==> config.mk <==
export PLATFORM = sky130hd
export DESIGN_NAME = rotshift_unit
export DESIGN_NICKNAME = d
export VERILOG_FILES = /design/src/rtl/rs_pkg.sv /design/src/rtl/rs_shift_core.sv /design/src/rtl/rs_flag_gen.sv /design/src/rtl/rotshift_unit.sv
export SDC_FILE = /design/constraint.sdc
export NUM_CORES = 1
export LEC_CHECK = 0
export BUFFER_PORTS_ARGS = -buffer_cell sky130_fd_sc_hd__buf_2
export CORE_ASPECT_RATIO = 0.75
export CORE_MARGIN = 2
export CORE_UTILIZATION = 47
export DETAILED_ROUTE_END_ITERATION = 12
export GPL_ROUTABILITY_DRIVEN = 0
export PLACE_DENSITY = 0.81
export SETUP_SLACK_MARGIN = 0.4
export SYNTH_ARGS = -nofsm -noshare
export SYNTH_HDL_FRONTEND = slang
export SYNTH_HIERARCHICAL = 1
export SYNTH_SLANG_ARGS = --single-unit
==> constraint.sdc <==
create_clock -name clk -period 0.8 [get_ports clk]
set_input_delay 0 -clock clk [delete_from_list [all_inputs] [get_ports clk]]
set_output_delay 0 -clock clk [all_outputs]
set_load 0.005 [all_outputs]
==> src/rtl/rs_pkg.sv <==
package rs_pkg;
    localparam int FLAG_W = 8;
    localparam int FLG_C  = 0;
    localparam int FLG_N  = 1;
    localparam int FLG_PV = 2;
    localparam int FLG_F3 = 3;
    localparam int FLG_H  = 4;
    localparam int FLG_F5 = 5;
    localparam int FLG_Z  = 6;
    localparam int FLG_S  = 7;

    typedef enum logic [2:0] {
        OP_ROL_CIRC = 3'd0,
        OP_ROR_CIRC = 3'd1,
        OP_ROL_THRU = 3'd2,
        OP_ROR_THRU = 3'd3,
        OP_SHL_ZERO = 3'd4,
        OP_SHR_SIGN = 3'd5,
        OP_SPARE_A  = 3'd6,
        OP_SPARE_B  = 3'd7
    } rs_op_e;
endpackage

==> src/rtl/rs_shift_core.sv <==
module rs_shift_core #(
    parameter int DATA_W = 8
) (
    input  logic [2:0]        op,
    input  logic [DATA_W-1:0] din,
    input  logic              cin,
    output logic [DATA_W-1:0] dout,
    output logic              cout,
    output logic              active
);
    import rs_pkg::*;
    localparam int MSB = DATA_W - 1;

    always_comb begin
        dout   = din;
        cout   = cin;
        active = 1'b1;
        case (rs_op_e'(op))
            OP_ROL_CIRC: begin dout = {din[MSB-1:0], din[MSB]}; cout = din[MSB]; end
            OP_ROR_CIRC: begin dout = {din[0], din[MSB:1]};     cout = din[0];   end
            OP_ROL_THRU: begin dout = {din[MSB-1:0], cin};      cout = din[MSB]; end
            OP_ROR_THRU: begin dout = {cin, din[MSB:1]};        cout = din[0];   end
            OP_SHL_ZERO: begin dout = {din[MSB-1:0], 1'b0};     cout = din[MSB]; end
            OP_SHR_SIGN: begin dout = {din[MSB], din[MSB:1]};   cout = din[0];   end
            default:     active = 1'b0;
        endcase
    end
endmodule

==> src/rtl/rs_flag_gen.sv <==
module rs_flag_gen #(
    parameter int DATA_W = 8
) (
    input  logic [DATA_W-1:0]        res,
    input  logic                     carry,
    output logic [rs_pkg::FLAG_W-1:0] flags
);
    import rs_pkg::*;

    always_comb begin
        flags         = '0;
        flags[FLG_S]  = res[DATA_W-1];
        flags[FLG_Z]  = (res == '0);
        flags[FLG_F5] = res[5];
        flags[FLG_F3] = res[3];
        flags[FLG_PV] = ~^res;
        flags[FLG_H]  = 1'b0;
        flags[FLG_N]  = 1'b0;
        flags[FLG_C]  = carry;
    end
endmodule

==> src/rtl/rotshift_unit.sv <==
module rotshift_unit #(
    parameter int DATA_W = 8
) (
    input  logic                      clk,
    input  logic                      rst_n,
    input  logic [2:0]                op_i,
    input  logic [DATA_W-1:0]         operand_i,
    input  logic [rs_pkg::FLAG_W-1:0] flags_i,
    output logic [DATA_W-1:0]         result_o,
    output logic [rs_pkg::FLAG_W-1:0] flags_o
);
    import rs_pkg::*;

    typedef struct packed {
        logic [DATA_W-1:0] res;
        logic [FLAG_W-1:0] flg;
    } rs_state_t;

    rs_state_t state_d, state_q;

    logic [DATA_W-1:0] core_res;
    logic              core_c;
    logic              core_act;
    logic [FLAG_W-1:0] gen_flg;

    rs_shift_core #(.DATA_W(DATA_W)) u_core (
        .op     (op_i),
        .din    (operand_i),
        .cin    (flags_i[FLG_C]),
        .dout   (core_res),
        .cout   (core_c),
        .active (core_act)
    );

    rs_flag_gen #(.DATA_W(DATA_W)) u_flags (
        .res   (core_res),
        .carry (core_c),
        .flags (gen_flg)
    );

    always_comb begin
        state_d.res = core_res;
        state_d.flg = core_act ? gen_flg : flags_i;
    end

    always_ff @(posedge clk or negedge rst_n) begin
        if (!rst_n) state_q <= '0;
        else        state_q <= state_d;
    end

    assign result_o = state_q.res;
    assign flags_o  = state_q.flg;
endmodule

# Word-level counts from Yosys, hierarchy flattened
# Cells that the tools add are included.
[word_totals] register_bits=16 input_bits=21 output_inout_bits=16 elab_cells=17
[classes] eq_ne=5 mux=4 reduce_logical=6
[ops] operator="$pmux W8 S6" count=1
[ops] operator="$logic_not A8 Y1" count=1
[ops] operator="$mux W8" count=1
[ops] operator="$reduce_xnor A8 Y1" count=1
[ops] operator="$eq A3 B2 Y1 const B" count=2
[ops] operator="$eq A3 B3 Y1 const B" count=2
[ops] operator="$reduce_or A3 Y1" count=2
[ops] operator="$reduce_or A6 Y1" count=1
[ops] operator="$eq A3 B1 Y1 const B" count=1
[ops] operator="$logic_not A3 Y1" count=1
[ops] operator="$pmux W1 S2" count=1
[ops] operator="$mux W1" count=1

# Logic depth before layout (Yosys ltp)
# Gate-level depths: netlist (run 1).
[depth] word_depth=4 ltp_mapped=9 ltp_nobuf=8

# By module
# Netlist (run 1), hierarchy kept.
[by_module_without_submodules] mod="rotshift_unit" n_inst=1 cells_per_inst=25 area_per_inst_um2=531.8 seq_area_each_um2=400.4
[by_module_without_submodules] mod="rs_shift_core" n_inst=1 cells_per_inst=40 area_per_inst_um2=255.2 seq_area_each_um2=0.0
[by_module_without_submodules] mod="rs_flag_gen" n_inst=1 cells_per_inst=23 area_per_inst_um2=163.9 seq_area_each_um2=0.0

# Worst setup path before layout (run 1)
# Ideal clock, no wire load.
[synth_timing] path_type="input to register" from="in op_i[1]" to="reg state_q, in the netlist flags_o[2]" arrival_ns=1.372 t_required_ns=0.675 setup_slack_ns=-0.697 cell_stages=8 cell_sequence="and2_2 -> buf_6 -> o21ai_0 -> inv_1 -> ha_1 -> xnor2_1 -> xnor2_1 -> mux2_4"
[synth_rtl] element="start: declaration" line_no="rotshift_unit.sv:6" rtl="input logic [2:0] op_i,"
[synth_rtl] element="end signal: assignment" line_no="rotshift_unit.sv:48" rtl="else state_q <= state_d;"
[synth_rtl] element="end: declaration" line_no="rotshift_unit.sv:19" rtl="rs_state_t state_d, state_q;"

==> flow_metrics.tcl, run 1 <==
set metrics [dict create \
    outcome "finished with violations" \
    violations "hold timing, setup timing" \
    rsz0062_at_grt "yes" \
    port-buffer-count 36 \
    clk_pin_slew_ns 0.09 \
    n_antenna_cell 0 \
    route.vias.total 927 \
    yosysSeqAreaShare 0.421 \
    fp.dieArea_um2 2400 \
    grt_pass1_wl_mm 4.26 \
    register_area_um2 400 \
    syn_area_per_cell_um2 10.8 \
    drive_gt1_frac 0.733 \
    whs_ns -0.396 \
    grt_antenna_before_repair 0 \
    coreArea_um2 1960 \
    fmax_mhz 749 \
    max_cap_viol_count 0 \
    cp.arrival_ns 1.50 \
    placed_cells 156 \
    routed_wl_mm 2.95 \
    end_kind "register" \
    min_path_type "in2async" \
    multi_input_area_um2 634 \
    power_mw 2.64 \
    wire_per_inst_um 17.0 \
    ant_nets 0 \
    cts_tree "done" \
    clock-sinks 16 \
    overflow 0 \
    yosysWarnings 6 \
    synth_cell_types 21 \
    clockBufferDepth 2 \
    grtUsageTotal 0.243 \
    firstDrtPassIters 4 \
    ys_ff_latch 16 \
    via_per_inst 5.33 \
    setup_tns_ns -2.45 \
    path_class "in2reg" \
    pin_count 37 \
    power.leakage_nw 0.829 \
    worstSetupStartpointType "input port" \
    grt_pass1_vias 889 \
    die_w_um 55.9 \
    instances_no_fill 174 \
    start_util 0.485 \
    clockRootBuffer "clkbuf_4" \
    fillers 104 \
    fin_ws_ns -0.535 \
    drc 0 \
    period_needed_ns 1.33 \
    powerDensity_nw_per_um2 1610 \
    grt_max_degree 17 \
    drtIter0Drc 32 \
    hold_viol_final 23 \
    nets 176 \
    crit_required_ns 0.97 \
    fp.dieH_um 43.0 \
    slew_viol_final 0 \
    area_growth_pct 72.4 \
    fin_util 0.835 \
    cts_buffers 3 \
    syn_inst 88 \
    dp_hpwl_mm 1.57 \
    rows 14 \
    setup_viol 9 \
    fin_crit_sh 1.67 \
    crit_path_max_fanout 7 \
    htree_levels 1 \
    ir_drop_uv 1110 \
    syn-cell-area_um2 951 \
]
==> worst max-delay path: stages <==
cell,delay [ns]
buf_12,0.12
nor2_4,0.13
o22ai_1,0.08
a221o_1,0.31
inv_2,0.08
ha_4,0.21
xnor2_4,0.15
xnor2_2,0.15
mux2_4,0.26
==> sequential cells by signal, indices dropped and copies added, names as in the netlist <==
signal / cells
flags_o: 8
result_o: 8
==> synthesized netlist by cell type <==
| cell type | number | area, um2 |
|---|---|---|
| nor2_2 | 1 | 6.26 |
| a221oi_2 | 1 | 15.0 |
| buf_6 | 3 | 33.8 |
| buf_4 | 6 | 45.0 |
| xnor2_1 | 3 | 26.3 |
| o22ai_1 | 3 | 18.8 |
| ha_1 | 4 | 50.1 |
| nand3_1 | 1 | 5.00 |
| a22oi_1 | 1 | 7.51 |
| a221o_1 | 1 | 10.0 |
| a21oi_1 | 1 | 5.00 |
| nor2_1 | 1 | 3.75 |
| o21ai_0 | 7 | 35.0 |
| mux2_4 | 8 | 120 |
| dfrtp_1 | 16 | 400 |
| and4_1 | 1 | 8.76 |
| and2_2 | 1 | 7.51 |
| nand2_1 | 9 | 33.8 |
| inv_1 | 12 | 45.0 |
| mux2i_1 | 7 | 70.1 |
| conb_1 | 1 | 3.75 |
==> worst paths after layout <==
| kind | depth (start not counted) | startpoint | endpoint | slack, ns |
|---|---|---|---|---|
| max in group asynchronous | 1 | rst_n | result_o[2]$_DFF_PN0_ | 0.96 |
| hold / removal | 1 | rst_n | result_o[1]$_DFF_PN0_ | -0.40 |
| min in group clk | 2 | flags_i[4] | flags_o[4]$_DFF_PN0_ | -0.05 |
| setup / recovery | 9 | op_i[0] | flags_o[2]$_DFF_PN0_ | -0.53 |
==> power by group <==
group / internal, mW / switching, mW
clock: 0.277 / 0.238
sequential: 0.905 / 0.0221
combinational: 0.698 / 0.495
total: 1.88 / 0.755
==> layer usage <==
metal	GRT usage	routed length (um)
met2	0.440	1440
met5	0	0
met1	0.262	1180
met3	0.0579	208
met4	0.138	126
==> stage by stage <==
step	hold WS (ns)	worst slack, ns	instance area (um2)
global route	-0.385	-0.546	1640
floorplan	-0.296	-0.574	1000
CTS	-0.388	-0.437	1490
detailed placement	-0.0757	-0.887	1250
global placement	-0.0838	-0.825	1250
finish	-0.396	-0.535	1640
==> what timing repair did <==
item / in CTS / in global routing
gates cloned: 1 / 0
hold endpoints to repair: 23 / 23
endpoints found under the setup margin: 32 / 32
pin swaps: 13 / 11
setup buffers: 10 / 3
gates resized for setup: 31 / 20
==> cell type report <==
| class | count | share of cell area |
|---|---|---|
| multi-input combinational | 53 | 0.387 |
| timing repair buffer | 65 | 0.299 |
| tap | 24 | 0.0183 |
| sequential | 16 | 0.244 |
| inverter | 12 | 0.0290 |
| clock buffer | 4 | 0.0221 |
==> cells by family (layout without fill, tap and decap cells) <==
kind of cell             count (synthesis)  count (layout)  synth area share
XOR/XNOR                                 3               3            0.0276
multiplexers                            15              15             0.200
adder cells (fa/ha/maj)                  4               4            0.0526
AO/OA/AOI/OAI                           14              14            0.0960
AND/OR/NAND/NOR                         14              15            0.0684
flip-flops                              16              16             0.421
other                                    1               2           0.00394
buffers and inverters                   21              81             0.130
==> cell usage in the layout, fill, tap and decap left out, types with 3 or more instances in the layout <==
cell type,netlist,final
buf_12,0,3
inv_2,0,5
o21ai_2,0,5
inv_1,12,6
clkbuf_4,0,3
nand2_2,0,3
buf_6,3,12
nand2_1,9,6
buf_2,0,32
dfrtp_1,16,16
mux2i_1,7,4
mux2_4,8,8
buf_4,6,18
ha_4,0,4
No activity file was read; power rests on OpenSTA's default activity.
==> run 2: changes to the inputs <==
--- a/config.mk
+++ b/config.mk
@@ -6,12 +6,14 @@
 export NUM_CORES = 1
 export LEC_CHECK = 0
 export BUFFER_PORTS_ARGS = -buffer_cell sky130_fd_sc_hd__buf_2
+export CAP_MARGIN = 20
 export CORE_ASPECT_RATIO = 0.75
 export CORE_MARGIN = 2
 export CORE_UTILIZATION = 47
 export DETAILED_ROUTE_END_ITERATION = 12
 export GPL_ROUTABILITY_DRIVEN = 0
 export PLACE_DENSITY = 0.81
+export RECOVER_POWER = 25
 export SETUP_SLACK_MARGIN = 0.4
 export SYNTH_ARGS = -nofsm -noshare
 export SYNTH_HDL_FRONTEND = slang
==> run 2 against run 1 <==
  * Total power barely moved
  * Highest routed layer unchanged
  * Final cell count unchanged
  * The run still ends with hold timing, setup timing left
  * Global-route usage did not move
  * Critical endpoint unchanged
  * Sequential power is essentially flat
==> flow_metrics.tcl, run 2 (same netlist as run 1, synthesis figures left out) <==
set metrics [dict create \
    fp.dieArea_um2 2400 \
    hold_viol_final 23 \
    crit_path_max_fanout 7 \
    grtUsageMet3 0.0579 \
    p_seq_frac 0.352 \
    grt_antenna_before_repair 0 \
    violations "hold timing, setup timing" \
    coreArea_um2 1960 \
    grt_use_met2 0.440 \
    fmax_mhz 749 \
    port-buffer-count 36 \
    placed_cells 156 \
    final_cell_mix "buf_2, buf_4, dfrtp_1, buf_6, mux2_4" \
    use_met1 0.262 \
    instances_no_fill 174 \
    min_path_type "in2async" \
    grt_pass1_vias 889 \
    die_w_um 55.9 \
    drc 0 \
    worstSetupStartpointType "input port" \
    path_class "in2reg" \
    clockRootBuffer "clkbuf_4" \
    dp_worst_setup_slack_ns -0.887 \
    nets 176 \
    slew_viol_final 0 \
    wire_per_inst_um 17.0 \
    power.share.combinational 0.452 \
    rows 14 \
    ir_drop_uv 1110 \
    setup_viol 9 \
    max_cap_viol_count 0 \
    fillers 105 \
    htree_levels 1 \
    route.vias.total 927 \
    dp_hpwl_mm 1.57 \
    area_growth_pct 72.2 \
    grt_pass1_wl_mm 4.26 \
    busiest_layer "met2" \
    crit_chain "buf_12, nor2_4, o22ai_1, a221o_1, inv_2, ha_4, xnor2_4, xnor2_2, mux2_4" \
    n_antenna_cell 0 \
    whs_ns -0.237 \
    power.switching_uw 755 \
    pin_count 37 \
    cp.arrival_ns 1.50 \
    drtIter0Drc 32 \
    end_kind "register" \
    cts_buffers 3 \
    internal_power_mw 1.88 \
    fin_crit_sh 1.67 \
    drive_gt1_frac 0.727 \
    clock-sinks 16 \
    grt_max_degree 17 \
    period_needed_ns 1.33 \
    switching_share 0.287 \
    fin_area_um2 1640 \
    crit_required_ns 0.97 \
    slew_headroom 0.487 \
    via_per_inst 5.33 \
    routed_wl_mm 2.95 \
    timing.critical_path.buf_inv 2 \
    pwr-share-clk 0.196 \
    power.leakage_nw 0.826 \
    fin_ws_ns -0.535 \
    worst_pin_slew_ns 0.770 \
    clockBufferDepth 2 \
    fp.dieH_um 43.0 \
    rsz0062_at_grt "yes" \
    grtUsageTotal 0.243 \
    firstDrtPassIters 4 \
    crit_slowest_cell "a221o_1" \
    clk_pin_slew_ns 0.09 \
    dpl_cell_area_um2 1250 \
    ant_nets 0 \
    fin_util 0.835 \
    cts_tree "done" \
    layout_commonest_cell "buf_2" \
    critPathMaxStageDelay_ns 0.31 \
    start_util 0.485 \
    overflow 0 \
    outcome "finished with violations" \
    cp_top_family "compound AO/OA/AOI/OAI gates" \
    powerDensity_nw_per_um2 1610 \
]
run 2: area by class of cell:
type,instances,area [um2],area share
inverters,12,47.5,0.0290
repair buffers,65,489,0.299
clock buffers,4,36.3,0.0222
multi-input cells,53,634,0.387
well taps,24,30.0,0.0183
flip-flops and latches,16,400,0.244
run 2: per-layer routing:
layer | vias up | part of all wire
met5 | - | 0
met4 | 0 | 0.043
met3 | 16 | 0.070
met2 | 53 | 0.49
met1 | 441 | 0.40
li1 | 417 | -
run 2: worst max-delay path by stage:
stage                        from              endpoint  slack [ns]  cells after the start
after floorplan           op_i[2]  flags_o[2]$_DFF_PN0_       -0.57                      9
after global placement    op_i[0]  flags_o[2]$_DFF_PN0_       -0.83                      9
after detailed placement  op_i[0]  flags_o[2]$_DFF_PN0_       -0.89                      9
after CTS                 op_i[0]  flags_o[2]$_DFF_PN0_       -0.44                      9
after global routing      op_i[0]  flags_o[2]$_DFF_PN0_       -0.55                      9
final                     op_i[0]  flags_o[2]$_DFF_PN0_       -0.53                      9
run 2: through the flow:
| stage | hold WS (ns) | TNS [ns] | total power [mW] |
|---|---|---|---|
| CTS | -0.388 | -1.91 | 2.34 |
| finish | -0.237 | -2.45 | 2.63 |
| floorplan | -0.296 | -1.64 | 1.37 |
| global route | -0.165 | -2.56 | 2.77 |
| detailed placement | -0.0757 | -5.00 | 1.65 |
| global placement | -0.0838 | -4.49 | 1.62 |
run 2: power by group through the flow:
stage	Combinational (mW)	Sequential (mW)	Clock, mW
after CTS	0.878	0.930	0.529
after detailed placement	0.710	0.944	0
final	1.19	0.928	0.515
after global routing	1.25	0.936	0.578
after global placement	0.675	0.942	0
after floorplan	0.408	0.963	0
run 2: what timing repair did:
action / CTS / global route
cloned: 1 / 0
setup buffers: 10 / 3
endpoints found under the hold margin: 23 / 23
endpoints found under the setup margin: 32 / 32
pin swaps: 13 / 11
gates resized for setup: 31 / 20
